File: src/rtl/cdv_pkg.sv
package cdv_pkg;

  localparam int unsigned CW_EN      = 0;
  localparam int unsigned CW_RSTREQ  = 1;
  localparam int unsigned CW_LOAD    = 2;
  localparam int unsigned CW_RATIO   = 4;
  localparam int unsigned CW_BUFGATE = 28;
  localparam int unsigned CW_LOCK_HI = 31;
  localparam int unsigned CW_LOCK_LO = 27;

  typedef enum logic [1:0] {
    LK_HELD,
    LK_WAIT_EDGE,
    LK_WAIT_PERIOD
  } lk_state_e;

  // Remap of a written ratio before it is applied.
  function automatic int unsigned remap_ratio(int unsigned raw, int unsigned mode);
    int unsigned r;
    r = raw;
    if (mode == 1 && raw == 1) r = 0;
    if (mode == 2) begin
      if (raw == 1 || raw == 2) r = 0;
      else if (raw == 3) r = 4;
    end
    return r;
  endfunction

  // Cycles in one output period: 0 and 1 both mean one.
  function automatic int unsigned eff_ratio(int unsigned n);
    return (n <= 1) ? 1 : n;
  endfunction

  // High phase length; the odd leftover cycle goes to the low phase.
  function automatic int unsigned high_len(int unsigned n);
    return n >> 1;
  endfunction

endpackage

File: src/rtl/cdv_ctl_reg.sv
module cdv_ctl_reg
  import cdv_pkg::*;
#(
  parameter int unsigned DIV_W    = 8,
  parameter int unsigned INIT_DIV = 0
) (
  input  logic             clk_i,
  input  logic             rst_ni,
  input  logic             wr_en_i,
  input  logic [31:0]      wr_data_i,
  output logic             en_o,
  output logic             gate_o,
  output logic [DIV_W-1:0] ratio_o,
  output logic             load_o,
  output logic             rst_req_o
);

  always_ff @(posedge clk_i or negedge rst_ni) begin
    if (!rst_ni) begin
      en_o    <= 1'b0;
      gate_o  <= 1'b0;
      ratio_o <= DIV_W'(INIT_DIV);
    end else if (wr_en_i) begin
      en_o    <= wr_data_i[CW_EN];
      gate_o  <= wr_data_i[CW_BUFGATE];
      ratio_o <= wr_data_i[CW_RATIO +: DIV_W];
    end
  end

  // Strobes are accepted in the write cycle and never stored.
  assign load_o    = wr_en_i & wr_data_i[CW_LOAD];
  assign rst_req_o = wr_en_i & wr_data_i[CW_RSTREQ];

endmodule

File: src/rtl/cdv_rst_timer.sv
module cdv_rst_timer #(
  parameter int unsigned RST_CYCLES = 100
) (
  input  logic clk_i,
  input  logic rst_ni,
  input  logic start_i,
  output logic busy_o
);

  localparam int unsigned CNT_W = $clog2(RST_CYCLES + 1);

  logic [CNT_W-1:0] left_q;

  always_ff @(posedge clk_i or negedge rst_ni) begin
    if (!rst_ni)                 left_q <= '0;
    else if (start_i)            left_q <= CNT_W'(RST_CYCLES);
    else if (left_q != '0)       left_q <= left_q - 1'b1;
  end

  assign busy_o = (left_q != '0);

endmodule

File: src/rtl/cdv_div_core.sv
module cdv_div_core
  import cdv_pkg::*;
#(
  parameter int unsigned DIV_W    = 8,
  parameter int unsigned INIT_DIV = 0
) (
  input  logic             clk_i,
  input  logic             rst_ni,
  input  logic             load_i,
  input  logic [DIV_W-1:0] ratio_i,
  output logic             wave_o,
  output logic             bypass_o,
  output logic             lock_o,
  output logic             period_end_o,
  output logic [DIV_W-1:0] act_o
);

  logic [DIV_W-1:0] act_q, pend_q, cnt_q;
  logic             pend_v_q;
  lk_state_e        st_q;
  logic [DIV_W-1:0] cur_len, nxt_len, nxt_cnt;
  logic             switch_now;

  assign cur_len      = DIV_W'(eff_ratio(int'(act_q)));
  assign period_end_o = (cnt_q == cur_len - 1'b1);
  assign switch_now   = period_end_o & pend_v_q;
  assign nxt_len      = switch_now ? DIV_W'(eff_ratio(int'(pend_q))) : cur_len;
  assign nxt_cnt      = period_end_o ? '0 : cnt_q + 1'b1;

  always_ff @(posedge clk_i or negedge rst_ni) begin
    if (!rst_ni) begin
      act_q    <= DIV_W'(INIT_DIV);
      pend_q   <= '0;
      pend_v_q <= 1'b0;
      cnt_q    <= '0;
      wave_o   <= 1'b0;
      lock_o   <= 1'b1;
      st_q     <= LK_HELD;
    end else begin
      cnt_q  <= nxt_cnt;
      wave_o <= (int'(nxt_cnt) < int'(high_len(int'(nxt_len))));
      if (switch_now) begin
        act_q    <= pend_q;
        pend_v_q <= 1'b0;
        st_q     <= LK_WAIT_PERIOD;
      end else if (period_end_o && st_q == LK_WAIT_PERIOD) begin
        lock_o <= 1'b1;
        st_q   <= LK_HELD;
      end
      // A fresh load overrides anything decided above.
      if (load_i) begin
        pend_q   <= ratio_i;
        pend_v_q <= 1'b1;
        lock_o   <= 1'b0;
        st_q     <= LK_WAIT_EDGE;
      end
    end
  end

  assign bypass_o = (act_q <= DIV_W'(1));
  assign act_o    = act_q;

endmodule

File: src/rtl/cdv_clkdiv.sv
module cdv_clkdiv
  import cdv_pkg::*;
#(
  parameter int unsigned DIV_W      = 8,
  parameter int unsigned INIT_DIV   = 0,
  parameter int unsigned SKIP_MODE  = 0,
  parameter bit          LOCK_ALT   = 1'b0,
  parameter int unsigned RST_CYCLES = 100
) (
  input  logic        clk_i,
  input  logic        rst_ni,
  input  logic        wr_en_i,
  input  logic [31:0] wr_data_i,
  output logic [31:0] rd_data_o,
  output logic        div_clk_o,
  output logic        buf_clk_o,
  output logic        dom_rst_o
);

  localparam int unsigned LOCK_POS = LOCK_ALT ? CW_LOCK_LO : CW_LOCK_HI;

  logic             en_w, gate_w, load_w, rst_req_w;
  logic [DIV_W-1:0] ratio_w, mapped_w, act_n_w;
  logic             wave_w, bypass_w, lock_w, period_end_w;

  cdv_ctl_reg #(.DIV_W(DIV_W), .INIT_DIV(INIT_DIV)) u_reg (
    .clk_i, .rst_ni, .wr_en_i, .wr_data_i,
    .en_o(en_w), .gate_o(gate_w), .ratio_o(ratio_w),
    .load_o(load_w), .rst_req_o(rst_req_w)
  );

  assign mapped_w = DIV_W'(remap_ratio(int'(wr_data_i[CW_RATIO +: DIV_W]), SKIP_MODE));

  cdv_div_core #(.DIV_W(DIV_W), .INIT_DIV(INIT_DIV)) u_core (
    .clk_i, .rst_ni, .load_i(load_w), .ratio_i(mapped_w),
    .wave_o(wave_w), .bypass_o(bypass_w), .lock_o(lock_w),
    .period_end_o(period_end_w), .act_o(act_n_w)
  );

  cdv_rst_timer #(.RST_CYCLES(RST_CYCLES)) u_rst (
    .clk_i, .rst_ni, .start_i(rst_req_w), .busy_o(dom_rst_o)
  );

  always_comb begin
    rd_data_o                       = '0;
    rd_data_o[CW_EN]                = en_w;
    rd_data_o[CW_RSTREQ]            = dom_rst_o;
    rd_data_o[CW_RATIO +: DIV_W]    = ratio_w;
    rd_data_o[CW_BUFGATE]           = gate_w;
    rd_data_o[LOCK_POS]             = lock_w;
  end

  assign div_clk_o = en_w & (bypass_w ? clk_i : wave_w);
  assign buf_clk_o = clk_i & ~gate_w;

endmodule

File: config.mk
export PLATFORM = sky130hd
export DESIGN_NAME = cdv_clkdiv
export DESIGN_NICKNAME = d
export VERILOG_FILES = /design/src/rtl/cdv_pkg.sv /design/src/rtl/cdv_ctl_reg.sv /design/src/rtl/cdv_rst_timer.sv /design/src/rtl/cdv_div_core.sv /design/src/rtl/cdv_clkdiv.sv
export SDC_FILE = /design/constraint.sdc
export NUM_CORES = 1
export LEC_CHECK = 0
export ABC_AREA = 1
export BUFFER_PORTS_ARGS = -buffer_cell sky130_fd_sc_hd__buf_4
export CAP_MARGIN = 20
export CORE_ASPECT_RATIO = 0.9
export CORE_MARGIN = 4
export CORE_UTILIZATION = 26
export DETAILED_ROUTE_END_ITERATION = 10
export PLACE_DENSITY = 0.52
export SETUP_SLACK_MARGIN = 0.2
export SYNTH_ARGS = -nofsm -noshare
export SYNTH_HDL_FRONTEND = slang
export SYNTH_SLANG_ARGS = --single-unit
File: constraint.sdc
create_clock -name clk_i -period 3.3 [get_ports clk_i]
set_input_delay 0.165 -clock clk_i [delete_from_list [all_inputs] [get_ports clk_i]]
set_output_delay 0.165 -clock clk_i [all_outputs]
set_load 0.01 [all_outputs]
======== Yosys cells after proc, flatten, opt, wreduce, memory -nomap -nowiden ========
Cells that the tools add are included.
operators by class
  equality and inequality tests ........... 3
  multiplexer cells ....................... 15
  reduce and logical (&&, ||, !) cells .... 7
  bitwise gates (word level) .............. 6
  order comparisons ....................... 4
  add/subtract/negate cells ............... 3
operators with widths
  operator               count
  $mux W8                4
  $le A8 B1 Y1 const B   3
  $mux W7                2
  $add A8 B1 Y8 const B  1
  $eq A8 B8 Y1           1
  $lt A8 B7 Y1           1
  $sub A8 B1 Y8 const B  1
  $reduce_bool A7 Y1     1
  $sub A7 B1 Y7 const B  1
  $mux W1                6
  $mux W2                3
  $reduce_bool A2 Y1     3
  $and A1 B1 Y1          5
  $reduce_bool A3 Y1     1
  $eq A2 B2 Y1 const B   1
  $ne A2 B2 Y1 const B   1
  $reduce_and A2 Y1      1
  $logic_and A1 B1 Y1    1
  $not A1 Y1             1
word-level totals
  output and inout port bits .............. 35
  flip-flop bits (word level) ............. 46
  input port bits ......................... 35

======== Depth between registers and ports, before layout ========
  depth in word-level cells ............... 8
  gate-level depth with buffers ........... 22
  depth with buffers taken out ............ 22

======== Modules after synthesis ========
Synthesis repeated with hierarchy kept, for this count alone.
second synthesis, totals
  cells, all modules ...................... 333
  area, all modules ....................... 2651.3 um2
modules (own cells, without submodules)
  module         cells an instance  instances  area each (um2)
  cdv_div_core   207                1          1660.3
  cdv_ctl_reg    46                 1          392.9
  cdv_rst_timer  49                 1          389.1
  cdv_clkdiv     31                 1          209.0

==> flow_summary.ini <==
[outcome]
status = complete, no violations

[setup_path]
critPathMaxFanout = 4
cpMaxStageDelayCell = dfrtp_1
required_ns = 3.52
slowest_delay_ns = 0.41
rr_worst_depth = 18
reg2reg_slack_ns = 0.18
rr_endpoint = u_core.wave_o
critPathLaunchType = flop
path_class = flop to flop
crit_chain = nor2_4, nand2_2, nor2_4, nor2_2, ha_4, xor2_2, nand3_2, nor2_2, nand2_2, nor2_4, nand3_4, or2_1, o21ai_2, ha_4, a21oi_2, nor2_1, or3_1, a21oi_2
end_kind = flop
r2r_start = u_core.act_o[5]
crit_top_cell = nor2_4
crit_arrival_ns = 3.34

[synthesis]
yosys.area.top_type = dfrtp_1
post_synth.cell_area_avg_um2 = 8.36
ys_ff_latch = 46
yosysSeqAreaShare_pct = 44.4
synth_area_um2 = 2590
synth_area_leaders = dfrtp_1, nand2_1, buf_4, inv_1, ha_1
synth_cell_types = 34
syn_inst = 310
yosys_warnings = 0
synth_top_area_share_pct = 43.4

[grt]
grt_util_all_layers_pct = 9.77
grt_antenna_before_repair = 0
grt_pass1_vias = 2046
grt_max_degree = 47
grt-ovfl-total = 0
grt_pass1_wl_um = 9330

[pwr]
pwr-share-clk_pct = 14.2
p_sw_mw = 1.13
p_int_mw = 1.63
ir_worst_vdd_mv = 0.328
p_leak_nw = 1.68
seq_power_share_pct = 31.0
power_density_nw_per_um2 = 832
totalPowerFinal_mw = 2.76
switching_share_pct = 40.9
p_comb_share_pct = 54.8

[timing]
fin_ws_ns = 0.182
hold_violations = 0
rsz0062_at_grt = true
fin_skew_ns = 0.0116
post-route-period-util_pct = 94.5
max_freq_mhz = 321
setup_tns_ns = 0
setup_viol_count_final = 0
tightest_slew_ns = 0.572
drv_slew = 0
finalCriticalPeriod_ns = 3.12
relSlewSlack_pct = 61.9

[cts]
clock_latency_ns = 0.30
h-tree-depth = 2
numCtsBuffers = 5
clock_path_buffers = 2
root_buffer = clkbuf_8
cts_tree = built
clkTransAtPathRegs_ns = 0.09

[min_path]
hold_start = wr_data_i[6]
whs_endpoint = u_core.pend_q[2]
hold_depth = 3
hp-class = primary input to flop

[detailed_routing]
routed_wl_um = 5510
ant_nets = 0
drt-pass1-iter-count = 4
via_per_inst = 4.16
drtIter0Drc = 38
drc = 0
wire_per_inst_um = 11.0
num_vias = 2083

[place]
gp_routability_congestion = 0.820
io_buffers = 29
dpl_worst_slack_ns = -0.0443
place_hpwl_um = 4150

[floorplan]
die_area_um2 = 11600
dieWidth_um = 113
start_util_pct = 26.7
dieHeight_um = 103
io_pins = 70
coreArea_um2 = 9700
num_rows = 34

[run]
maxCapViolCount = 0

[finish]
antennaDiodeCount = 0
seqCellArea_um2 = 1150
syn_to_final_growth_pct = 28.2
final_cell_mix = nand2_1, buf_4, dfrtp_1
multi_input_area_um2 = 1230
fin_util_pct = 34.3
finalNetCount = 418
fillers = 1027
layout_commonest_cell = nand2_1
drive_gt1_share_pct = 30.9
-- sequential cells by signal, indices dropped and copies added (netlist names) --
name and count:
u_core.st_q 2, u_core.lock_o 1, u_reg.ratio_o 8, u_rst.left_q 7
u_core.pend_v_q 1, u_core.pend_q 8, u_core.cnt_q 8, u_reg.gate_o 1
u_core.wave_o 1, u_core.act_o 8, u_reg.en_o 1
-- per-layer routing --
| layer | track usage, % | part of all wire [%] | vias up |
|---|---|---|---|
| met2 | 16.8 | 49 | 41 |
| met1 | 12.5 | 46 | 974 |
| li1 | - | - | 1058 |
| met3 | 1.88 | 3.9 | 10 |
| met5 | 0 | 0 | - |
| met4 | 3.14 | 1.7 | 0 |
-- critical path, delay by kind of cell, from the launching register on --
| family | cells | cell delay [ns] |
|---|---|---|
| xor gates and xnor gates | 1 | 0.17 |
| and+or+nand+nor | 12 | 1.66 |
| adders and majority gates | 2 | 0.48 |
| DFF | 1 | 0.41 |
| AOI/OAI and AO/OA | 3 | 0.32 |
-- synth_stat cells (all sizes together) --
cell,count
and2,1
nor3,3
a31oi,1
nand3b,1
clkbuf,3
nand4,4
or3,1
nor2,36
xnor2,2
o22ai,1
dfstp,1
nand2,68
o21ai,19
dfrtp,45
conb,1
ha,9
a311oi,1
xor2,6
buf,24
a21oi,11
or2,6
inv,43
o21a,1
nand3,14
clkinv,1
mux2,7
-- logic make-up after synthesis --
group	count (synthesis)	synth area share, %
xor gates and xnor gates	8	2.70
muxes	7	3.04
adders and majority gates	9	4.34
other	1	0.145
DFF	46	44.4
and+or+nand+nor	134	24.3
AOI/OAI and AO/OA	34	7.05
buffers and inverters	71	13.9
-- through the flow --
step	hold WS [ns]	cell area [µm²]	cells
floorplan	-0.131	2660	329
global placement	0.216	2970	473
detailed placement	0.209	2970	473
CTS	0.0634	3200	498
global route	0.0698	3320	501
finish	0.0654	3320	501
-- repair_timing --
action,CTS,global route
hold endpoints to repair,45,0
hold buffers,1,0
gates resized for setup,6,24
buffers inserted,15,3
cloned,0,0
pin swaps,12,18
endpoints found under the setup margin,1,1
-- worst max path at each step --
stage / start / end / slack (ns) / depth (start not counted)
after floorplan: u_core.act_o[5] / u_core.wave_o / 0.25 / 20
after CTS: u_core.act_o[2] / u_core.wave_o / 0.11 / 18
final: u_core.act_o[5] / u_core.wave_o / 0.18 / 18
after detailed placement: u_core.act_o[5] / u_core.wave_o / -0.04 / 20
after global placement: u_core.act_o[5] / u_core.wave_o / 0.02 / 20
after global routing: u_core.act_o[5] / u_core.wave_o / 0.009 / 21
-- area by class of cell --
| class | instances | area share (%) |
|---|---|---|
| well taps | 126 | 4.74 |
| inverters | 43 | 5.08 |
| repair buffers | 62 | 15.0 |
| clock buffers | 8 | 2.94 |
| flip-flops and latches | 46 | 34.7 |
| multi-input cells | 212 | 37.1 |
| clock inverters | 4 | 0.489 |
-- power by group through the flow --
stage | Sequential [mW] | Clock, mW | Combinational (mW)
floorplan | 0.856 | 0.0186 | 0.826
global placement | 0.855 | 0.0344 | 1.15
detailed placement | 0.859 | 0.0344 | 1.17
CTS | 0.853 | 0.410 | 1.33
global route | 0.882 | 0.439 | 1.72
finish | 0.857 | 0.392 | 1.51
Power figures use the tool's default switching activity.
